**src/rtl/lre_pkg.sv**
```systemverilog
package lre_pkg;

    typedef enum logic [3:0] {
        OP_NOP   = 4'd0,
        OP_NO    = 4'd1,
        OP_NC    = 4'd2,
        OP_PTC   = 4'd3,
        OP_FTC   = 4'd4,
        OP_OUT   = 4'd5,
        OP_NOUT  = 4'd6,
        OP_SET   = 4'd7,
        OP_CLR   = 4'd8,
        OP_ROUT  = 4'd9,
        OP_RSET  = 4'd10,
        OP_RCLR  = 4'd11,
        OP_PCOIL = 4'd12,
        OP_FCOIL = 4'd13
    } op_e;

    typedef enum logic [2:0] {
        RK_PASS, RK_NO, RK_NC, RK_RISE, RK_FALL
    } rung_kind_e;

    typedef enum logic [2:0] {
        WK_NONE, WK_RUNG, WK_NRUNG, WK_SET, WK_CLR, WK_RISE, WK_FALL
    } write_kind_e;

    typedef struct packed {
        rung_kind_e  rk;
        write_kind_e wk;
        logic        retentive;
        logic        hist_use;
    } ctrl_t;

    typedef struct packed {
        logic we;
        logic wd;
    } wreq_t;

    function automatic wreq_t coil_write(write_kind_e wk, logic rin, logic prev);
        wreq_t r;
        r = '{we: 1'b0, wd: 1'b0};
        case (wk)
            WK_RUNG:  r = '{we: 1'b1, wd: rin};
            WK_NRUNG: r = '{we: 1'b1, wd: ~rin};
            WK_SET:   r = '{we: rin, wd: 1'b1};
            WK_CLR:   r = '{we: rin, wd: 1'b0};
            WK_RISE:  r = '{we: rin & ~prev, wd: 1'b1};
            WK_FALL:  r = '{we: ~rin & prev, wd: 1'b0};
            default:  r = '{we: 1'b0, wd: 1'b0};
        endcase
        return r;
    endfunction

endpackage

```
**src/rtl/lre_decode.sv**
```systemverilog
module lre_decode
    import lre_pkg::*;
(
    input  logic [3:0] op,
    output ctrl_t      ctl
);
    always_comb begin
        ctl = '{rk: RK_PASS, wk: WK_NONE, retentive: 1'b0, hist_use: 1'b0};
        case (op)
            OP_NO:    ctl.rk = RK_NO;
            OP_NC:    ctl.rk = RK_NC;
            OP_PTC:   begin ctl.rk = RK_RISE; ctl.hist_use = 1'b1; end
            OP_FTC:   begin ctl.rk = RK_FALL; ctl.hist_use = 1'b1; end
            OP_OUT:   ctl.wk = WK_RUNG;
            OP_NOUT:  ctl.wk = WK_NRUNG;
            OP_SET:   ctl.wk = WK_SET;
            OP_CLR:   ctl.wk = WK_CLR;
            OP_ROUT:  begin ctl.wk = WK_RUNG; ctl.retentive = 1'b1; end
            OP_RSET:  begin ctl.wk = WK_SET;  ctl.retentive = 1'b1; end
            OP_RCLR:  begin ctl.wk = WK_CLR;  ctl.retentive = 1'b1; end
            OP_PCOIL: begin ctl.wk = WK_RISE; ctl.hist_use = 1'b1; end
            OP_FCOIL: begin ctl.wk = WK_FALL; ctl.hist_use = 1'b1; end
            default:  ;
        endcase
    end
endmodule

```
**src/rtl/lre_history.sv**
```systemverilog
module lre_history #(
    parameter int SLOTS = 16,
    localparam int SW = $clog2(SLOTS)
) (
    input  logic          clk,
    input  logic          rst,
    input  logic          pwr_cycle,
    input  logic          scan_start,
    input  logic          upd,
    input  logic [SW-1:0] slot,
    input  logic          rin,
    output logic [SLOTS-1:0] hist
);
    logic [SLOTS-1:0] touched;
    logic             may_write;

    assign may_write = upd && (scan_start || !touched[slot]);

    always_ff @(posedge clk) begin
        if (rst || pwr_cycle) begin
            hist    <= '0;
            touched <= '0;
        end else begin
            if (scan_start)
                touched <= '0;
            if (may_write) begin
                hist[slot]    <= rin;
                touched[slot] <= 1'b1;
            end
        end
    end

    // a slot already used in this scan is left alone
    a_r6_once_per_scan: assert property (@(posedge clk) disable iff (rst)
        (upd && !scan_start && !pwr_cycle && touched[slot]) |=> $stable(hist));

    // power cycle empties history
    a_r10_hist_clear: assert property (@(posedge clk) disable iff (rst)
        pwr_cycle |=> (hist == '0));
endmodule

```
**src/rtl/lre_bitmem.sv**
```systemverilog
module lre_bitmem #(
    parameter int BITS = 32,
    localparam int AW = $clog2(BITS)
) (
    input  logic          clk,
    input  logic          rst,
    input  logic          pwr_cycle,
    input  logic          we,
    input  logic [AW-1:0] addr,
    input  logic          wd,
    input  logic          ret_kind,
    output logic [BITS-1:0] mem
);
    logic [BITS-1:0] ret_flag;

    always_ff @(posedge clk) begin
        if (rst) begin
            mem      <= '0;
            ret_flag <= '0;
        end else if (pwr_cycle) begin
            mem <= mem & ret_flag;
        end else if (we) begin
            mem[addr]      <= wd;
            ret_flag[addr] <= ret_kind;
        end
    end

    // unflagged bits are cleared by a power cycle
    a_r8_clear_volatile: assert property (@(posedge clk) disable iff (rst)
        pwr_cycle |=> ((mem & ~$past(ret_flag)) == '0));

    // flagged bits survive a power cycle
    a_r8_keep_retained: assert property (@(posedge clk) disable iff (rst)
        pwr_cycle |=> ((mem & $past(ret_flag)) == ($past(mem) & $past(ret_flag))));
endmodule

```
**src/rtl/ladder_rung_eval.sv**
```systemverilog
module ladder_rung_eval
    import lre_pkg::*;
#(
    parameter int MEM_BITS   = 32,
    parameter int HIST_SLOTS = 16,
    localparam int AW = $clog2(MEM_BITS),
    localparam int SW = $clog2(HIST_SLOTS)
) (
    input  logic                clk,
    input  logic                rst,
    input  logic [3:0]          op,
    input  logic [AW-1:0]       addr,
    input  logic [SW-1:0]       slot,
    input  logic                rung_in,
    input  logic                scan_start,
    input  logic                pwr_cycle,
    output logic                rung_out,
    output logic [MEM_BITS-1:0] bit_mem
);
    ctrl_t                 ctl;
    wreq_t                 wreq;
    logic [HIST_SLOTS-1:0] hist;
    logic                  bit_rd;
    logic                  prev_rd;

    lre_decode u_dec (.op(op), .ctl(ctl));

    lre_history #(.SLOTS(HIST_SLOTS)) u_hist (
        .clk(clk), .rst(rst), .pwr_cycle(pwr_cycle), .scan_start(scan_start),
        .upd(ctl.hist_use), .slot(slot), .rin(rung_in), .hist(hist)
    );

    assign bit_rd  = bit_mem[addr];
    assign prev_rd = hist[slot];

    always_comb begin
        case (ctl.rk)
            RK_NO:   rung_out = rung_in & bit_rd;
            RK_NC:   rung_out = rung_in & ~bit_rd;
            RK_RISE: rung_out = rung_in & ~prev_rd;
            RK_FALL: rung_out = ~rung_in & prev_rd;
            default: rung_out = rung_in;
        endcase
        wreq = coil_write(ctl.wk, rung_in, prev_rd);
    end

    lre_bitmem #(.BITS(MEM_BITS)) u_mem (
        .clk(clk), .rst(rst), .pwr_cycle(pwr_cycle), .we(wreq.we),
        .addr(addr), .wd(wreq.wd), .ret_kind(ctl.retentive), .mem(bit_mem)
    );

    // set coil with a true rung leaves the bit at 1
    a_r3_set_takes: assert property (@(posedge clk) disable iff (rst)
        (op == OP_SET && rung_in && !pwr_cycle) |=> bit_mem[$past(addr)]);

    // reset coil with a false rung leaves memory untouched
    a_r3_clr_holds: assert property (@(posedge clk) disable iff (rst)
        (op == OP_CLR && !rung_in && !pwr_cycle) |=> $stable(bit_mem));

    // no-op opcodes leave memory alone
    a_r11_noop_mem: assert property (@(posedge clk) disable iff (rst)
        ((op == 4'd0 || op >= 4'd14) && !pwr_cycle) |=> $stable(bit_mem));
endmodule

```
**config.mk**
```make
export PLATFORM = sky130hd
export DESIGN_NAME = ladder_rung_eval
export DESIGN_NICKNAME = d
export VERILOG_FILES = /design/src/rtl/lre_pkg.sv /design/src/rtl/lre_decode.sv /design/src/rtl/lre_history.sv /design/src/rtl/lre_bitmem.sv /design/src/rtl/ladder_rung_eval.sv
export SDC_FILE = /design/constraint.sdc
export NUM_CORES = 1
export LEC_CHECK = 0
export CAP_MARGIN = 20
export CORE_ASPECT_RATIO = 1.2
export CORE_MARGIN = 10
export CORE_UTILIZATION = 45
export DETAILED_ROUTE_END_ITERATION = 16
export DONT_BUFFER_PORTS = 1
export PLACE_DENSITY_LB_ADDON = 0.25
export SLEW_MARGIN = 20
export SYNTH_ARGS = -nofsm -noshare
export SYNTH_HDL_FRONTEND = slang
export SYNTH_SLANG_ARGS = --single-unit
```
**constraint.sdc**
```tcl
create_clock -name clk -period 6 [get_ports clk]
set_input_delay 1.5 -clock clk [delete_from_list [all_inputs] [get_ports clk]]
set_output_delay 1.5 -clock clk [all_outputs]
set_load 0.005 [all_outputs]
```
==> results of run 1 <==
routing by layer:
metal | global-route usage, % | vias up
met5 | 0 | -
met4 | 6.28 | 0
met3 | 5.60 | 18
met2 | 27.4 | 89
met1 | 16.0 | 1667
li1 | - | 1705
layout make-up:
cell class,instances,area [µm²]
clock buffers,9,225
clock inverters,7,80.1
fillers,919,5070
inverters,4,15.0
multi-input cells,341,2450
flip-flops and latches,96,1920
well taps,126,158
repair buffers,4,37.5
path summary, 6_finish.rpt:
| check | to | slack, ps | depth (start not counted) |
|---|---|---|---|
| worst max-delay path | rung_out | 1240 | 6 |
| worst min-delay path | u_hist.touched[6] | 460 | 2 |
| worst max register to register | u_mem.mem[17] | 3180 | 7 |
| worst min register to register | u_hist.touched[6] | 460 | 2 |
through the flow:
stage | utilization [%] | hold WS [ps] | instances | setup WS, ps | total power, µW
2_1_floorplan | - | 433 | 480 | 1350 | 724
3_3_place_gp | 45.8 | 440 | 570 | 1230 | 723
3_5_place_dp | 45.8 | 447 | 570 | 1240 | 725
4_1_cts | 48.9 | 457 | 586 | 1240 | 1310
5_1_grt | 49.1 | 472 | 587 | 1150 | 1340
6_report | 49.1 | 456 | 587 | 1240 | 1300
logic make-up (layout without fill, tap and decap cells):
logic type / Yosys count / after routing / share of synthesized area (%)
compound gates: 71 / 71 / 10.9
buf+inv: 43 / 24 / 4.17
flops: 96 / 96 / 42.2
mux: 94 / 94 / 24.8
simple gates: 176 / 176 / 18.0
worst max-delay path: stages:
cell,delay [ps]
sky130_fd_sc_hd__mux4_2,310
sky130_fd_sc_hd__o22ai_1,90
sky130_fd_sc_hd__nor4_1,510
sky130_fd_sc_hd__mux2i_1,140
sky130_fd_sc_hd__o311a_1,290
sky130_fd_sc_hd__or3_1,410
power by group through the flow:
stage	clock, µW	combinational, µW	sequential (µW)
4_1_cts	598	71.4	639
5_1_grt	619	80.4	639
3_5_place_dp	0	71.2	654
3_3_place_gp	0	69.7	654
2_1_floorplan	0	70.8	653
6_report	587	73.2	639
sequential cells by signal, summed over array words and instances (netlist names):
signal	count
u_hist.hist	16
u_hist.touched	16
u_mem.mem	32
u_mem.ret_flag	32
layout by cell type, fill, tap and decap left out, types with 3 or more instances in the layout:
cell                          n
sky130_fd_sc_hd__dfxtp_1     96
sky130_fd_sc_hd__nor3_1      31
sky130_fd_sc_hd__o22ai_1      6
sky130_fd_sc_hd__or3_1        5
sky130_fd_sc_hd__clkinvlp_4   3
sky130_fd_sc_hd__mux4_2      15
sky130_fd_sc_hd__clkbuf_16    9
sky130_fd_sc_hd__mux2i_1     78
sky130_fd_sc_hd__a21oi_1     21
sky130_fd_sc_hd__nand3b_1     6
sky130_fd_sc_hd__buf_4        3
sky130_fd_sc_hd__nand2_1     72
sky130_fd_sc_hd__o211ai_1    29
sky130_fd_sc_hd__nor2b_1      3
sky130_fd_sc_hd__nand2b_1     5
sky130_fd_sc_hd__a211oi_1     3
sky130_fd_sc_hd__nand3_1     12
sky130_fd_sc_hd__nor2_1      30
==> out/summary.md, run 1 <==
For the total met2 wirelength after detailed routing, the log shows 5740 µm. In this run the mean area of a mapped cell was 9.50 µm². The number of violations reported at the end of detailed-routing iteration 0 came out at 147.

The slew at the pin with the worst max-slew slack was 979 ps; the post-CTS setup buffer count was 0. Part of the power in the clock network: 45.2%. The worst path needs 4760 ps of the cycle, external delays included. The via-per-instance ratio works out to 5.93. The flow ran to the end, and the final reports show no timing, DRC or antenna violations.

The tightest min-delay check is of the flip-flop to flip-flop type. After synthesis, the most frequently instantiated cells are sky130_fd_sc_hd__dfxtp_1, sky130_fd_sc_hd__mux2i_1, sky130_fd_sc_hd__nand2_1. The logs give 7920 µm for the sum of net half-perimeters after detailed placement and 3260 ps for the data arrival time of the worst path.

After floorplanning, the core was divided into 40 placement rows. The logs give 0.000131 V for the worst-case vdd ir drop and 4560 µm² for the post-synthesis cell area. Counting the buffers created by CTS gives 9. The synthesis-stage register bit count came out at 96. The layout overhead on the synthesized area works out to 7.19%. Routability-driven placement finished with a final weighted congestion of 0.840. Summed over all layers, the global routing overflow is 0.

The top achievable clock speed was 210 MHz. Hold repair after CTS inserted 0 buffers. The total count of hold-check failures in the final report came out at 0.

Per report_power, the combinational group accounts for 5.6% of the total. For the final count of negative-setup-slack endpoints, the log shows 0. The worst setup path is captured at a primary output. After detailed placement, the total cell area comes to 4560 µm². The critical path starts at addr[0]. TritonCTS built the clock tree.

The startpoint identified for the worst hold timing path is u_hist.touched[6]. The number of I/O pins is 51, and the overall die width is 112 µm. The worst setup path is of the input port to primary output kind.

Wire segments on met3 add up to 824 µm in the final route. In this run the power spent charging and discharging nets is 310 µW. The clock latency on the worst-skew pair was 350 ps; the count of flip-flops with a built-in enable after synthesis was 0. In this run the number of H-tree levels came out at 3. Clock-pin slew was measured on the worst setup and hold paths at 70 ps. Ranked by total cell area, the synthesized netlist is headed by sky130_fd_sc_hd__dfxtp_1, sky130_fd_sc_hd__mux2i_1, sky130_fd_sc_hd__mux4_2. The post-route met1 wirelength is 4520 µm, and the initial core utilization is 45.8%.

The clock passes through at most 2 buffers. The power per standard cell area was 266 nW/µm²; the count of nets left with antenna violations after detail routing was 0. Ratio of cells with drive above 1 in the final layout: 9.33%.

The detailed router used layers up to and including met4. The most used flip-flop cell after synthesis is sky130_fd_sc_hd__dfxtp_1. Sequential elements use 42.2% of the synthesized area.

Along the worst path, the maximum fanout reaches 12. The number of antenna diodes in the final layout is 0. The startpoint identified for the worst register-to-register timing path is u_hist.hist[15].

Dividing the detail-routed wire length by the instance count gives 19.3 µm. The leakage component of the power is 0.00156 µW. The logs give 15.3% for the global-route usage over all layers and 0 for the number of max-cap violations. The synthesized netlist contains 44 unique library cells. The remaining design rule violation count was 0. The kind of launch point of the worst setup path was an input port.

For the initial antenna violation count, the log shows 0. The post-cts sizing count is 0. Counting every net in the synthesized netlist gives 498. Setup repair after global routing left no endpoint under its margin.

The via count of the first global-routing pass is 3,440. The share of the synthesized area in the top cell type was 42.2%. For the instance count of the mapped netlist, the log shows 480. For the total negative setup slack, the log shows 0 ps.

The run gives 474 as the final layout net count. In this run the clock root is driven by a sky130_fd_sc_hd__clkbuf_16. In the finished design, the share of the clock period the worst path needs comes to 79.4%. The worst pin sits at a relative slew slack of 34.7%.

Between clock sinks in the finished design, the worst skew comes to 6.02 ps. The internal power of the cells totals 989 µW. The routed layout has 3,479 vias. The first global-routing pass estimated 18,100 µm of wire. The logs give 0 for the number of slew-limit violations in the final report and 96 for the number of clock sinks.

Input and output buffers added on the ports amount to 0. Net switching is 23.9% of the power. The floorplan step set the die height to 130 µm. The area of the core was 9960 µm²; the worst path required time was 4500 ps. In the synthesized netlist the async set-or-reset flop fraction comes to 0%. Entering global routing, the biggest net connects 66 pins. The first TritonRoute pass finished after 4 iterations. The die covers 14,600 µm². The top cell type by total area after synthesis is sky130_fd_sc_hd__dfxtp_1.

The tools report the final wirelength as 11,300 µm. The final design instance area without fill was 4890 µm²; the fraction of power consumed by sequential logic was 49.2%. The most common cell in the synthesized netlist is sky130_fd_sc_hd__dfxtp_1. Yosys printed 0 warnings.
(Power assumes the default switching activity.)
==> run 2, diff against run 1 <==
==> constraint.sdc (replaced) <==
create_clock -name clk -period 4.9 [get_ports clk]
set_input_delay 1.225 -clock clk [delete_from_list [all_inputs] [get_ports clk]]
set_output_delay 1.225 -clock clk [all_outputs]
set_load 0.005 [all_outputs]
==> run 2 against run 1 <==
Die area did not move. Final area shrank 0.20%. Sequential cell count stayed put. Non-clock buffer count did not move. Sequential share of layout area rose by 0.081 points. Combinational power is 20% higher. Routed wire length shrank 0.72%. Sequential power grew 22%. Worst setup slack worse by 600 ps. Worst hold slack lost 2.5 ps. Global-route usage down 0.062 points. Critical endpoint unchanged. Largest cell class unchanged. Largest power group unchanged. Highest routed layer unchanged.
==> out/summary.md, run 2 (same netlist as run 1, synthesis figures left out) <==
The height of the chip came out at 130 µm (unchanged). The tools report the number of slew-limit violations in the final report as 0 (unchanged). Detailed-routing iteration count for the pre-antenna-repair pass: 4 (unchanged). Ratio of cells with drive above 1 in the final layout: 9.11% (-0.22 points). For the number of buffers inserted during clock tree synthesis, the log shows 9 (unchanged). The tree is rooted in a sky130_fd_sc_hd__clkbuf_16. The deepest level of the CTS H-tree is 3 (unchanged).

The clock latency on the worst-skew pair was 350 ps (about the same); the number of buffers and inverters on the critical path was 0 (unchanged). The data arrival time of the worst path was 3040 ps (-220 ps). Endpoint type of the worst setup path: a primary output.

For the number of violations reported at the end of detailed-routing iteration 0, the log shows 198 (+35%). The logs give 6.90 ps (+0.876 ps) for the post-route clock skew and 27.0% (-7.7 points) for the worst slew slack as a fraction of its limit. The tools report the via count of the first global-routing pass as 3,372 (-2.0%).

Setup repair after global routing left no endpoint under its margin. Total count of hold-check failures in the final report: 0 (unchanged). The largest registers in the layout are u_mem.mem x32, u_mem.ret_flag x32. Leaving out fill and tap cells, the most frequent cell in the layout is sky130_fd_sc_hd__dfxtp_1. The overall die width works out to 112 µm (unchanged). The combinational group share of total power was 5.5% (about the same). The run gives 0 (unchanged) as the overall overflow remaining after global route. The initial antenna violation count was 0 (unchanged). The count of nets left with antenna violations after detail routing is 0 (unchanged), and the wire length of the first global-routing pass is 18,200 µm (+0.61%). The worst hold path depth is 2 (unchanged), and the sum of net half-perimeters after detailed placement is 7970 µm (+0.67%). The path type of the worst min-delay path is flip-flop to flip-flop.

The placer's final routability congestion estimate is 0.838 (-0.19%). The worst setup path is launched from an input port. The worst-case vdd ir drop was 0.000191 V (+46%); the area after detailed placement was 4570 µm² (+0.16%). The cell-internal power is 1210 µW (+22%), and the average wire length per cell after detail routing is 19.1 µm (-0.72%). The run finished with clean final reports. The tools report the deepest clock path buffer count as 2 (unchanged). The tools report the total negative setup slack as 0 ps (unchanged).

On the critical path, the stage with the largest delay is an instance of sky130_fd_sc_hd__nor4_1. The run gives 36 (-45%) as the pin count of the biggest net entering global routing. The remaining design rule violation count is 0 (unchanged), and the die area is 14,600 µm² (unchanged).

The largest driver fanout on the critical path works out to 12 (unchanged). Relative to the synthesized area, the layout overhead comes to 6.97%. Final design instance area without fill: 4880 µm² (-0.20%).

The initial core utilization was 45.8% (unchanged); the worst path required time was 3670 ps (-830 ps). The slew at the pin with the worst max-slew slack is 1090 ps (+113 ps), and the number of max-cap violations is 0 (unchanged). The signal on the critical path passes through mux4_2, o22ai_1, nor4_1, mux2i_1, o311a_1, or3_1. For the post-CTS setup buffer count, the log shows 0 (unchanged).

The switching portion of total power was 24.0% (+0.11 points); the final wirelength was 11,200 µm (-0.72%). The peak per-stage delay on the critical path works out to 560 ps (+50 ps). The final count of negative-setup-slack endpoints is 0 (unchanged). The tools report the post-cts hold buffer count as 0 (unchanged). The via-per-instance ratio came out at 5.90 (-0.37%). The logs give 474 (unchanged) for the final layout net count and 9960 µm² (unchanged) for the area of the core. The number of rows in the core area was 40 (unchanged); the power per standard cell area was 327 nW/µm² (+23%). The top cell types in the final layout, fill and taps aside, are sky130_fd_sc_hd__dfxtp_1, sky130_fd_sc_hd__mux2i_1, sky130_fd_sc_hd__nand2_1, sky130_fd_sc_hd__nor3_1, sky130_fd_sc_hd__nor2_1. Cell count of the worst reg-to-reg path: 7 (unchanged).

Net switching power: 382 µW (+23%). The number of clock sinks is 96 (unchanged). Timing would allow up to 235 MHz. The clock-pin slew reported for the worst setup and hold paths after clock tree synthesis was 70 ps (about the same). The antenna diode instance count is 0 (unchanged). The fraction of power consumed by sequential logic is 49.1% (about the same), and the period utilization is 87.0%. The final critical delay including setup and external delays works out to 4260 ps. TritonCTS built the clock tree. The tools report the global-route usage over all layers as 15.3% (-0.062 points).

The number of I/O port buffers works out to 0 (unchanged). Number of logic stages on the critical path including buffering: 6 (unchanged). The kind of cell with the highest combined delay along the critical path is simple AND/OR/NAND/NOR gates.

The logs give 0.00156 µW (+0.19%) for the leakage component of the power and 0 (unchanged) for the post-cts sizing count. The count of vias placed by the detailed router is 3,466 (-0.37%). By startpoint and endpoint, the worst setup path is classified as input port to primary output.

The logs give 45.3% (about the same) for the part of the power in the clock network and 51 (unchanged) for the number of I/O pins.
## run 2: worst paths after layout
kind | to | slack (ps) | startpoint
max | rung_out | 640 | addr[0]
min | u_hist.touched[9] | 450 | u_hist.touched[9]
max reg2reg | u_mem.mem[18] | 2060 | u_hist.hist[15]
min reg2reg | u_hist.touched[9] | 450 | u_hist.touched[9]
## run 2: power groups by stage
stage / sequential [µW] / combinational (µW) / clock [µW]
floorplan: 800 / 86.7 / 0
global placement: 800 / 85.9 / 0
detailed placement: 801 / 88.0 / 0
CTS: 782 / 88.2 / 732
global route: 782 / 97.1 / 762
finish: 782 / 88.2 / 722
## run 2: routing by layer
metal  track usage, %  share of wire [%]  up-vias
met1             17.2                 40     1669
met4             5.75                1.6        0
met2             26.4                 51       83
met5                0                  0        -
met3             4.91                7.1       16
li1                 -                  -     1698
## run 2: metrics by stage
step	setup slack, ps	std cells	util (%)	hold WS [ps]	power [µW]
2_1_floorplan	801	480	-	433	887
3_3_place_gp	618	571	45.9	442	886
3_5_place_dp	622	571	45.9	444	889
4_1_cts	618	587	49.0	454	1600
5_1_grt	536	587	49.0	476	1640
6_report	638	587	49.0	453	1590
## run 2: tightest hold or removal path, stage by stage (launching register included)
cell and delay (ps):
sky130_fd_sc_hd__dfxtp_1 310, sky130_fd_sc_hd__nand2_1 50, sky130_fd_sc_hd__a21oi_1 50
## run 2: cell type report
class / count / area (µm²)
clock buffers: 9 / 225
clock inverters: 7 / 80.1
fillers: 918 / 5080
inverters: 4 / 15.0
multi-input cells: 341 / 2450
flip-flops and latches: 96 / 1920
well taps: 126 / 158
repair buffers: 4 / 30.0
==> run 3, diff against run 2 <==
--- a/config.mk
+++ b/config.mk
@@ -6,11 +6,14 @@
 export NUM_CORES = 1
 export LEC_CHECK = 0
 export CAP_MARGIN = 20
+export CELL_PAD_IN_SITES_DETAIL_PLACEMENT = 0
+export CELL_PAD_IN_SITES_GLOBAL_PLACEMENT = 1
 export CORE_ASPECT_RATIO = 1.2
 export CORE_MARGIN = 10
-export CORE_UTILIZATION = 45
+export CORE_UTILIZATION = 49
 export DETAILED_ROUTE_END_ITERATION = 16
 export DONT_BUFFER_PORTS = 1
+export GPL_TIMING_DRIVEN = 0
 export PLACE_DENSITY_LB_ADDON = 0.25
 export SLEW_MARGIN = 20
 export SYNTH_ARGS = -nofsm -noshare
==> run 3 against run 2 <==
Critical path depth grew 1. Non-clock buffer count up 35. Die area down 6.8%. Combinational power increased by 34%. Clock power fell by 31%. Cell count up 4.9%. Register-to-register slack improved by 370 ps.
==> out/summary.md, run 3 (same netlist as run 1, synthesis figures left out) <==
The height of the chip is 126 µm (-3.5%). The switching portion of total power is 26.9% (+2.9 points), and the placer's final routability congestion estimate is 0.819 (-2.2%). The top achievable clock speed is 222 MHz (-5.5%). From synthesis to final layout, the design area changed by 7.35%.

Initial antenna violation count: 0 (unchanged). The most common cell after layout, fill and taps aside is sky130_fd_sc_hd__dfxtp_1. The logs give 0 (unchanged) for the post-CTS setup buffer count and 388 ps (-250 ps) for the final worst slack.

The tools report the antenna diode instance count as 0 (unchanged). After detailed routing, no signal wire sits above met4. The tools report the final wirelength as 11,900 µm (+6.2%).

The combinational group share of total power was 8.5% (+3.0 points). The data arrival time of the worst path came out at 3290 ps (+250 ps). Leaving out fill and tap cells, the most frequent cells in the layout are sky130_fd_sc_hd__dfxtp_1, sky130_fd_sc_hd__mux2i_1, sky130_fd_sc_hd__nand2_1, sky130_fd_sc_hd__nor3_1, sky130_fd_sc_hd__nor2_1. The pre-CTS setup slack came out at 356 ps (-265 ps). The tools report the initial core utilization as 50.2% (+4.4 points).

The final count of negative-setup-slack endpoints came out at 0 (unchanged). The number of buffers inserted during clock tree synthesis came out at 9 (unchanged). Die area: 13,600 µm² (-6.8%). The leakage component of the power is 0.00157 µW (+0.56%).

The number of slew-limit violations in the final report is 0 (unchanged). The tools report the post-route clock skew as 14.9 ps (+8.03 ps). The tools report the number of clock sinks as 96 (unchanged). The sum of net half-perimeters after detailed placement is 8930 µm (+12%). TritonCTS built the clock tree.

For the final layout net count, the log shows 509 (+7.4%). The worst path required time is 3670 ps (about the same), and the number of max-cap violations is 0 (unchanged). The routed length on met3 was 731 µm (-8.9%); the post-cts hold buffer count was 0 (unchanged).

The post-cts sizing count is 0 (unchanged), and the slew at the pin with the worst max-slew slack is 605 ps (-487 ps). Number of I/O port buffers: 0 (unchanged). Detailed-routing iteration count for the pre-antenna-repair pass: 4 (unchanged).

The overall die width was 108 µm (-3.4%); the part of the power in the clock network was 35.5% (-9.8 points). The logs give 4540 µm (-0.15%) for the post-route met1 wirelength and 59.3% (+32 points) for the worst slew slack as a fraction of its limit. The area of the core was 9080 µm² (-8.8%). For the fraction of power consumed by sequential logic, the log shows 56.0% (+6.9 points). In the final layout, the registers with the most flip-flops are u_mem.mem x32, u_mem.ret_flag x32. The count of vias placed by the detailed router was 3,641 (+5.0%); the total met2 wirelength after detailed routing was 6390 µm (+12%). The worst-case vdd ir drop is 0.000146 V (-24%).

The count of nets left with antenna violations after detail routing was 0 (unchanged). The power per standard cell area is 285 nW/µm² (-13%). The via-per-instance ratio works out to 5.91 (+0.10%). Number of I/O pins: 51 (unchanged). The global-route usage over all layers was 17.7% (+2.4 points); the average wire length per cell after detail routing was 19.3 µm (+1.2%). Setup repair after global routing left no endpoint under its margin.

The total negative setup slack is 0 ps (unchanged). The number of rows in the core area is 38 (-5.0%), and the overall overflow remaining after global route is 0 (unchanged). The via count of the first global-routing pass is 3,681 (+9.2%).

The tools report the kind of launch point of the worst setup path as an input port. Pin count of the biggest net entering global routing: 18 (-50%). The tools report the clock latency on the worst-skew pair as 370 ps (+20 ps). The run gives 1020 µW (-16%) as the cell-internal power. The critical path is of the input port to primary output type. The final critical delay including setup and external delays is 4510 ps (+250 ps).

The ratio of cells with drive above 1 in the final layout is 9.68% (+0.57 points), and the deepest level of the CTS H-tree is 3 (unchanged). The tools report the remaining design rule violation count as 0 (unchanged). The largest driver fanout on the critical path is 10 (-2). For the deepest clock path buffer count, the log shows 2 (unchanged). Path type of the worst min-delay path: flip-flop to flip-flop. The number of violations reported at the end of detailed-routing iteration 0 is 139 (-30%), and the clock-pin slew reported for the worst setup and hold paths after clock tree synthesis is 90 ps (+20 ps). The period utilization is 92.1% (+5.1 points). The run gives 0 (unchanged) as the total count of hold-check failures in the final report. The flow ran to the end, and the final reports show no timing, DRC or antenna violations.

The net switching power is 376 µW (-1.7%). In this run the clock root is driven by a sky130_fd_sc_hd__clkbuf_8. The worst setup path is captured at a primary output. The run gives 19,400 µm (+6.6%) as the wire length of the first global-routing pass.
==> run 3: cell types whose count changed in the layout (fill, tap and decap cells not counted), moves of 2 or more <==
cell,delta
sky130_fd_sc_hd__clkinv_4,-2
sky130_fd_sc_hd__clkbuf_8,+10
sky130_fd_sc_hd__buf_2,+6
sky130_fd_sc_hd__clkbuf_16,-9
sky130_fd_sc_hd__inv_6,+3
sky130_fd_sc_hd__buf_1,+2
sky130_fd_sc_hd__clkbuf_1,+27
sky130_fd_sc_hd__buf_4,-2
==> run 3: per-stage QoR <==
step	util [%]	hold WS [ps]	power, µW	area (µm²)	cells
after detailed placement	51.9	447	920	4710	600
after CTS	53.9	461	1410	4890	616
after floorplan	-	433	887	4560	480
after global routing	53.9	480	1460	4890	616
final	53.9	459	1400	4890	616
after global placement	51.9	442	919	4710	600
==> run 3: power groups by stage <==
stage	Combinational, µW	Clock [µW]	Sequential [µW]
floorplan	86.7	0	800
global placement	119	0	800
detailed placement	119	0	800
CTS	120	512	782
global route	130	543	783
finish	118	496	782
==> run 3: final cells by class <==
cell class,instances,area [µm²]
Multi-Input combinational cell,341,2450
Fill cell,866,4190
Clock buffer,10,138
Inverter,4,15.0
Tap cell,120,150
Sequential cell,96,1920
Buffer,39,175
Clock inverter,6,47.5
==> run 3: final timing paths <==
path | from | endpoint | slack [ps] | depth (start not counted)
worst max-delay path | addr[0] | rung_out | 390 | 7
worst min-delay path | u_hist.touched[1] | u_hist.touched[1] | 460 | 2
worst max register to register | u_hist.hist[11] | u_mem.ret_flag[3] | 2430 | 9
worst min register to register | u_hist.touched[1] | u_hist.touched[1] | 460 | 2
==> run 3: critical path, stage by stage <==
cell,delay (ps)
sky130_fd_sc_hd__buf_4,180
sky130_fd_sc_hd__mux4_2,370
sky130_fd_sc_hd__o22ai_1,80
sky130_fd_sc_hd__nor4_1,560
sky130_fd_sc_hd__mux2i_1,150
sky130_fd_sc_hd__o311a_1,290
sky130_fd_sc_hd__or3_1,420
==> run 3: metal layers <==
metal  up-vias  GRT usage, %
met5         -             0
met1      1773          18.9
li1       1763             -
met2        82          32.0
met4         0          6.06
met3        23          5.05
